## config.mk

```make
export PLATFORM = sky130hd
export DESIGN_NAME = fcvt_int_unit
export DESIGN_NICKNAME = d
export VERILOG_FILES = /design/src/rtl/fcvt_pkg.sv /design/src/rtl/fcvt_unpack.sv /design/src/rtl/fcvt_align_round.sv /design/src/rtl/fcvt_saturate.sv /design/src/rtl/fcvt_int_unit.sv
export SDC_FILE = /design/constraint.sdc
export NUM_CORES = 1
export LEC_CHECK = 0
export BUFFER_PORTS_ARGS = -buffer_cell sky130_fd_sc_hd__buf_2
export CAP_MARGIN = 20
export CORE_MARGIN = 1.5
export CORE_UTILIZATION = 65
export DETAILED_ROUTE_END_ITERATION = 10
export PLACE_DENSITY = 0.86
export SYNTH_ARGS = -nofsm -noshare
export SYNTH_HDL_FRONTEND = slang
export SYNTH_HIERARCHICAL = 1
export SYNTH_SLANG_ARGS = --single-unit
```

## constraint.sdc

```tcl
create_clock -name clk -period 35.1 [get_ports clk]
set_input_delay 1.755 -clock clk [delete_from_list [all_inputs] [get_ports clk]]
set_output_delay 1.755 -clock clk [all_outputs]
set_load 0.02 [all_outputs]
```

## src/rtl/fcvt_pkg.sv

```systemverilog
package fcvt_pkg;

  typedef enum logic [1:0] {
    RM_NEAR = 2'b00,
    RM_ZERO = 2'b01,
    RM_UP   = 2'b10,
    RM_DOWN = 2'b11
  } rmode_e;

  typedef struct packed {
    logic use_rm;
    logic is_signed;
    logic is_frac;
  } op_t;

  // bit 2 set: bit0 = signed, bit1 = fraction; bit 2 clear: bit1 = signed, bit0 = fraction
  function automatic op_t decode_op(input logic [2:0] f);
    op_t o;
    o.use_rm    = f[2];
    o.is_signed = f[2] ? f[0] : f[1];
    o.is_frac   = f[2] ? f[1] : f[0];
    return o;
  endfunction

  function automatic logic round_inc(input rmode_e m, input logic neg,
                                     input logic lsb, input logic g, input logic st);
    case (m)
      RM_NEAR: return g & (st | lsb);
      RM_UP:   return ~neg & (g | st);
      RM_DOWN: return neg & (g | st);
      default: return 1'b0;
    endcase
  endfunction

endpackage

```

## src/rtl/fcvt_unpack.sv

```systemverilog
module fcvt_unpack
  import fcvt_pkg::*;
#(
  parameter int EXP_W = 8,
  parameter int MAN_W = 23,
  parameter int OUT_W = 32,
  parameter int KW    = EXP_W + 4
) (
  input  logic [EXP_W+MAN_W:0] operand,
  input  op_t                  op,
  output logic                 sign,
  output logic                 is_nan,
  output logic                 is_inf,
  output logic [MAN_W:0]       sig,
  output logic signed [KW-1:0] k
);
  localparam int IN_W = EXP_W + MAN_W + 1;
  localparam int BIAS = (1 << (EXP_W - 1)) - 1;

  logic [EXP_W-1:0] e;
  logic [MAN_W-1:0] m;
  logic signed [KW-1:0] eu, scale;

  assign e      = operand[IN_W-2 -: EXP_W];
  assign m      = operand[MAN_W-1:0];
  assign sign   = operand[IN_W-1];
  assign is_nan = (&e) & (|m);
  assign is_inf = (&e) & ~(|m);
  assign sig    = {|e, m};

  always_comb begin
    eu    = (e == '0) ? KW'(1) : KW'(e);
    scale = '0;
    if (op.is_frac) scale = op.is_signed ? KW'(OUT_W - 1) : KW'(OUT_W);
    k = eu - KW'(BIAS + MAN_W) + scale;
  end
endmodule

```

## src/rtl/fcvt_align_round.sv

```systemverilog
module fcvt_align_round
  import fcvt_pkg::*;
#(
  parameter int SIG_W = 24,
  parameter int OUT_W = 32,
  parameter int KW    = 12
) (
  input  logic [SIG_W-1:0]     sig,
  input  logic signed [KW-1:0] k,
  input  logic                 neg,
  input  rmode_e               rm,
  output logic [OUT_W:0]       mag,
  output logic                 huge,
  output logic                 lost
);
  localparam int EXT_W = 2 * OUT_W;
  localparam int REM_W = EXT_W - SIG_W;
  localparam int SHW   = $clog2(EXT_W);
  localparam logic signed [KW-1:0] LIM_S = KW'(OUT_W - SIG_W);
  localparam logic signed [KW-1:0] CAP_S = KW'(EXT_W - 1);

  logic signed [KW-1:0] nk;
  logic [SHW-1:0]   sh;
  logic [EXT_W-1:0] ext, shifted, tail;
  logic [SIG_W-1:0] ipart;
  logic             g, st, inc;

  always_comb begin
    nk      = -k;
    sh      = (nk >= CAP_S) ? SHW'(EXT_W - 1) : nk[SHW-1:0];
    ext     = {sig, {REM_W{1'b0}}};
    shifted = ext >> sh;
    tail    = ext & ~({EXT_W{1'b1}} << sh);
    ipart   = shifted[EXT_W-1:REM_W];
    g       = shifted[REM_W-1];
    st      = (|shifted[REM_W-2:0]) | (|tail);
    inc     = round_inc(rm, neg, ipart[0], g, st);
    huge    = 1'b0;
    lost    = 1'b0;
    mag     = '0;
    if (k > LIM_S) begin
      huge = 1'b1;
    end else if (k >= 0) begin
      mag = (OUT_W+1)'(sig) << k[SHW-1:0];
    end else begin
      mag  = (OUT_W+1)'(ipart) + (OUT_W+1)'(inc);
      lost = g | st;
    end
  end
endmodule

```

## src/rtl/fcvt_saturate.sv

```systemverilog
module fcvt_saturate #(
  parameter int OUT_W = 32
) (
  input  logic [OUT_W:0]   mag,
  input  logic             huge,
  input  logic             lost,
  input  logic             neg,
  input  logic             is_nan,
  input  logic             is_signed,
  output logic [OUT_W-1:0] res,
  output logic             invalid,
  output logic             inexact
);
  localparam logic [OUT_W:0] NEG_LIM = (OUT_W+1)'(1) << (OUT_W - 1);
  localparam logic [OUT_W:0] POS_LIM = NEG_LIM - 1'b1;

  always_comb begin
    res     = '0;
    invalid = 1'b0;
    if (is_nan) begin
      invalid = 1'b1;
    end else if (is_signed) begin
      if (neg) begin
        if (huge || mag > NEG_LIM) begin
          res = {1'b1, {(OUT_W-1){1'b0}}};
          invalid = 1'b1;
        end else res = -mag[OUT_W-1:0];
      end else begin
        if (huge || mag > POS_LIM) begin
          res = {1'b0, {(OUT_W-1){1'b1}}};
          invalid = 1'b1;
        end else res = mag[OUT_W-1:0];
      end
    end else begin
      if (neg) begin
        invalid = huge || (mag != '0);
      end else if (huge || mag[OUT_W]) begin
        res = '1;
        invalid = 1'b1;
      end else res = mag[OUT_W-1:0];
    end
    inexact = lost & ~invalid;
  end

  always_comb begin
    if (!is_nan && !invalid && is_signed && !neg)
      assert_pos_sign_R4: assert (res[OUT_W-1] == 1'b0);
  end
endmodule

```

## src/rtl/fcvt_int_unit.sv

```systemverilog
module fcvt_int_unit
  import fcvt_pkg::*;
#(
  parameter int EXP_W = 8,
  parameter int MAN_W = 23,
  parameter int OUT_W = 32
) (
  input  logic                 clk,
  input  logic                 rst,
  input  logic                 in_valid,
  input  logic [EXP_W+MAN_W:0] in_operand,
  input  logic [2:0]           in_func,
  input  logic [1:0]           in_rmode,
  output logic                 out_valid,
  output logic [OUT_W-1:0]     out_result,
  output logic                 out_invalid,
  output logic                 out_inexact
);
  localparam int SIG_W = MAN_W + 1;
  localparam int KW    = EXP_W + 4;
  localparam int IN_W  = EXP_W + MAN_W + 1;

  op_t                  op;
  rmode_e               eff_rm;
  logic                 sign, is_nan, is_inf, huge, lost, inv_c, inx_c;
  logic [SIG_W-1:0]     sig;
  logic signed [KW-1:0] k;
  logic [OUT_W:0]       mag;
  logic [OUT_W-1:0]     res_c;

  assign op     = decode_op(in_func);
  assign eff_rm = op.use_rm ? rmode_e'(in_rmode) : RM_ZERO;

  fcvt_unpack #(.EXP_W(EXP_W), .MAN_W(MAN_W), .OUT_W(OUT_W), .KW(KW)) u_unpack (
    .operand(in_operand), .op(op), .sign(sign), .is_nan(is_nan),
    .is_inf(is_inf), .sig(sig), .k(k)
  );

  fcvt_align_round #(.SIG_W(SIG_W), .OUT_W(OUT_W), .KW(KW)) u_round (
    .sig(sig), .k(k), .neg(sign), .rm(eff_rm), .mag(mag), .huge(huge), .lost(lost)
  );

  fcvt_saturate #(.OUT_W(OUT_W)) u_sat (
    .mag(mag), .huge(huge), .lost(lost), .neg(sign), .is_nan(is_nan),
    .is_signed(op.is_signed), .res(res_c), .invalid(inv_c), .inexact(inx_c)
  );

  always_ff @(posedge clk) begin
    if (rst) begin
      out_valid   <= 1'b0;
      out_result  <= '0;
      out_invalid <= 1'b0;
      out_inexact <= 1'b0;
    end else begin
      out_valid <= in_valid;
      if (in_valid) begin
        out_result  <= res_c;
        out_invalid <= inv_c;
        out_inexact <= inx_c;
      end
    end
  end

  assert_latency_R1: assert property (@(posedge clk) disable iff (rst)
    in_valid |=> out_valid);
  assert_idle_R1: assert property (@(posedge clk) disable iff (rst)
    !in_valid |=> !out_valid);
  assert_nan_zero_R5: assert property (@(posedge clk) disable iff (rst)
    (in_valid && (&in_operand[IN_W-2 -: EXP_W]) && (|in_operand[MAN_W-1:0]))
    |=> (out_result == '0 && out_invalid));
  assert_unsigned_neg_R6: assert property (@(posedge clk) disable iff (rst)
    (in_valid && !op.is_signed && in_operand[IN_W-1]) |=> (out_result == '0));
  assert_inf_invalid_R10: assert property (@(posedge clk) disable iff (rst)
    (in_valid && (&in_operand[IN_W-2 -: EXP_W]) && !(|in_operand[MAN_W-1:0]))
    |=> out_invalid);
  assert_flags_excl_R9: assert property (@(posedge clk) disable iff (rst)
    out_valid |-> !(out_invalid && out_inexact));
endmodule

```

==> results.yml <==
worst_hold_path:
  hp-class: "register to register"
finish:
  antenna_cells: 0
  layout-drive-gt1-share_pct: 14.51
  syn2layout_area_growth_pct: 2.577
  finalNetCount: 1361
  instances_no_fill: 1489
  design_area_um2: 9314
  fillers: 1264
route:
  drc: 0
  vias: 11200
  drt-total-wl_um: 33540
  drtIter0Drc: 2358
  viasPerCell: 7.518
  antenna_left: 0
  firstDrtPassIters: 8
  detail_route.wl_per_cell_um: 22.53
sta:
  tightest_slew_ns: 1.090
  finalHoldViolations: 0
  slew_headroom_pct: 27.07
  final.min_clock_period_ns: 13.17
  rsz0062_at_grt: "false"
  drv_slew: 0
  setup_tns_ns: 0
  skew_ns: 0
  finalSetupViolations: 0
  fin_ws_ns: 21.93
  period_share_pct: 37.52
  fmax_mhz: 75.93
clock_tree:
  clock_sinks: 35
  clk_latency_ns: 0.29
  hold_buffers: 0
  clkSlewWorstSetupHoldPaths_ns: 0.05
  htreeDepth: 2
  clockRootBuffer: "clkbuf_16"
  cts_tree: "done"
  cts_setup_buffers: 0
  cts_resized: 0
  clock_tree.buffer_depth: 2
  cts_made_buffers: 5
pwr:
  powerDensity_nw_per_um2: 60.45
  max-vdd-ir-drop_v: 0.00003544
  p_leak_nw: 3.628
  total_power_uw: 563.1
worst_setup_path:
  slowest_stage: "a21o_1"
  crit_type: "primary input to register"
  cp_max_fo: 38
  worstSetupStartpointType: "primary input"
  arrival_ns: 13.38
  cp_data_required_time_ns: 35.31
  setup.worst_path.end_class: "register"
  max_stage_delay_ns: 0.94
global_route:
  grt_max_degree: 72
  grt_pass1_vias: 9590
  antenna_found_initial: 0
  grt_pass1_wl_um: 52060
  track_usage_pct: 44.57
  grt-ovfl-total: 0
die:
  rows: 43
  ios: 75
  die-area_um2: 14690
  die_y_um: 121.2
  core_um2: 13770
  start_util_pct: 65.92
  die_x_um: 121.2
synthesis:
  netlist_area_um2: 9080
  synth_nets: 1410
  yosys_warnings: 6
  synth_cells: 1357
  syn_avg_cell_area_um2: 6.691
place:
  hpwl_um: 24530
  place_ws_ns: 22.06
  placed_area_um2: 9140
  port_buffers: 74
  gp_congestion: 1.098
  place_inst: 1481
outcome:
  outcome: "finished clean"
flow_run:
  cap_violations: 0
-- critical path: cells and delay by family --
kind                       cells  cell delay, ns
buffers and inverters          3            0.59
and+or+nand+nor               14            5.03
AOI/OAI and AO/OA             10            3.96
muxes                          2            0.66
adders and majority gates      4            1.33
-- stage by stage --
step                utilization (%)  hold WS (ns)
finish                        67.62        0.4905
global route                  67.62        0.5264
CTS                           67.62        0.4999
detailed placement            66.36        0.4857
global placement              66.31        0.4665
floorplan                         -        0.5833
-- per-layer routing --
metal / vias to the layer above / global-route usage [%] / wire length (µm)
met3: 177 / 11.33 / 4962
met2: 989 / 65.98 / 13910
met1: 5070 / 61.98 / 13040
met5: - / 0 / 0
met4: 0 / 16.76 / 1625
li1: 4959 / - / -
-- path summary, 6_finish.rpt --
path	startpoint	to	slack, ns	cells after the start
worst max-delay path	in_func[2]	out_result[25]$_SDFFE_PP0P_	21.93	33
worst min-delay path	out_result[2]$_SDFFE_PP0P_	out_result[2]$_SDFFE_PP0P_	0.49	2
worst max register to register	out_result[15]$_SDFFE_PP0P_	out_result[15]$_SDFFE_PP0P_	34.39	2
worst min register to register	out_result[2]$_SDFFE_PP0P_	out_result[2]$_SDFFE_PP0P_	0.49	2
-- report_power, final --
group	switching (mW)	internal [mW]	total, mW	leakage [nW]
Clock	0.0174	0.0353	0.0527	0.0868
Sequential	0.00289	0.0454	0.0483	0.287
Combinational	0.306	0.156	0.462	3.25
Total	0.327	0.236	0.563	3.63
-- cells in the final DEF, fill, tap and decap left out, types with 9 or more instances in the layout --
cell and instances:
nor2_1 171, nand2_1 131, a21oi_1 102, mux2i_1 81, o21ai_0 77, buf_2 74, nor3_1 53, nor4_1 39
nand3_1 38, a211oi_1 38, dfxtp_1 35, xnor2_1 22, or3_1 21, buf_4 21, inv_1 20, xor2_1 19
a31oi_1 19, mux4_2 19, o22ai_1 19, nand4_1 18, mux2_2 14, and2_1 14, nor2b_1 13, nand2b_1 12
or2_2 12, or4_1 11, ha_1 11, o32ai_1 9
-- area by class of cell --
class	instances	area, µm²	area share, %
clock buffers	6	138.9	1.491
clock inverters	2	35.03	0.3761
multi-input cells	1148	7600	81.60
flip-flops and latches	35	700.7	7.523
repair buffers	95	528.0	5.669
inverters	23	86.33	0.9269
well taps	180	225.2	2.418
-- flip-flops by register name, indices dropped and copies added (netlist names) --
register / flops
out_inexact: 1
out_invalid: 1
out_result: 32
out_valid: 1
No activity file was read; power rests on OpenSTA's default activity.
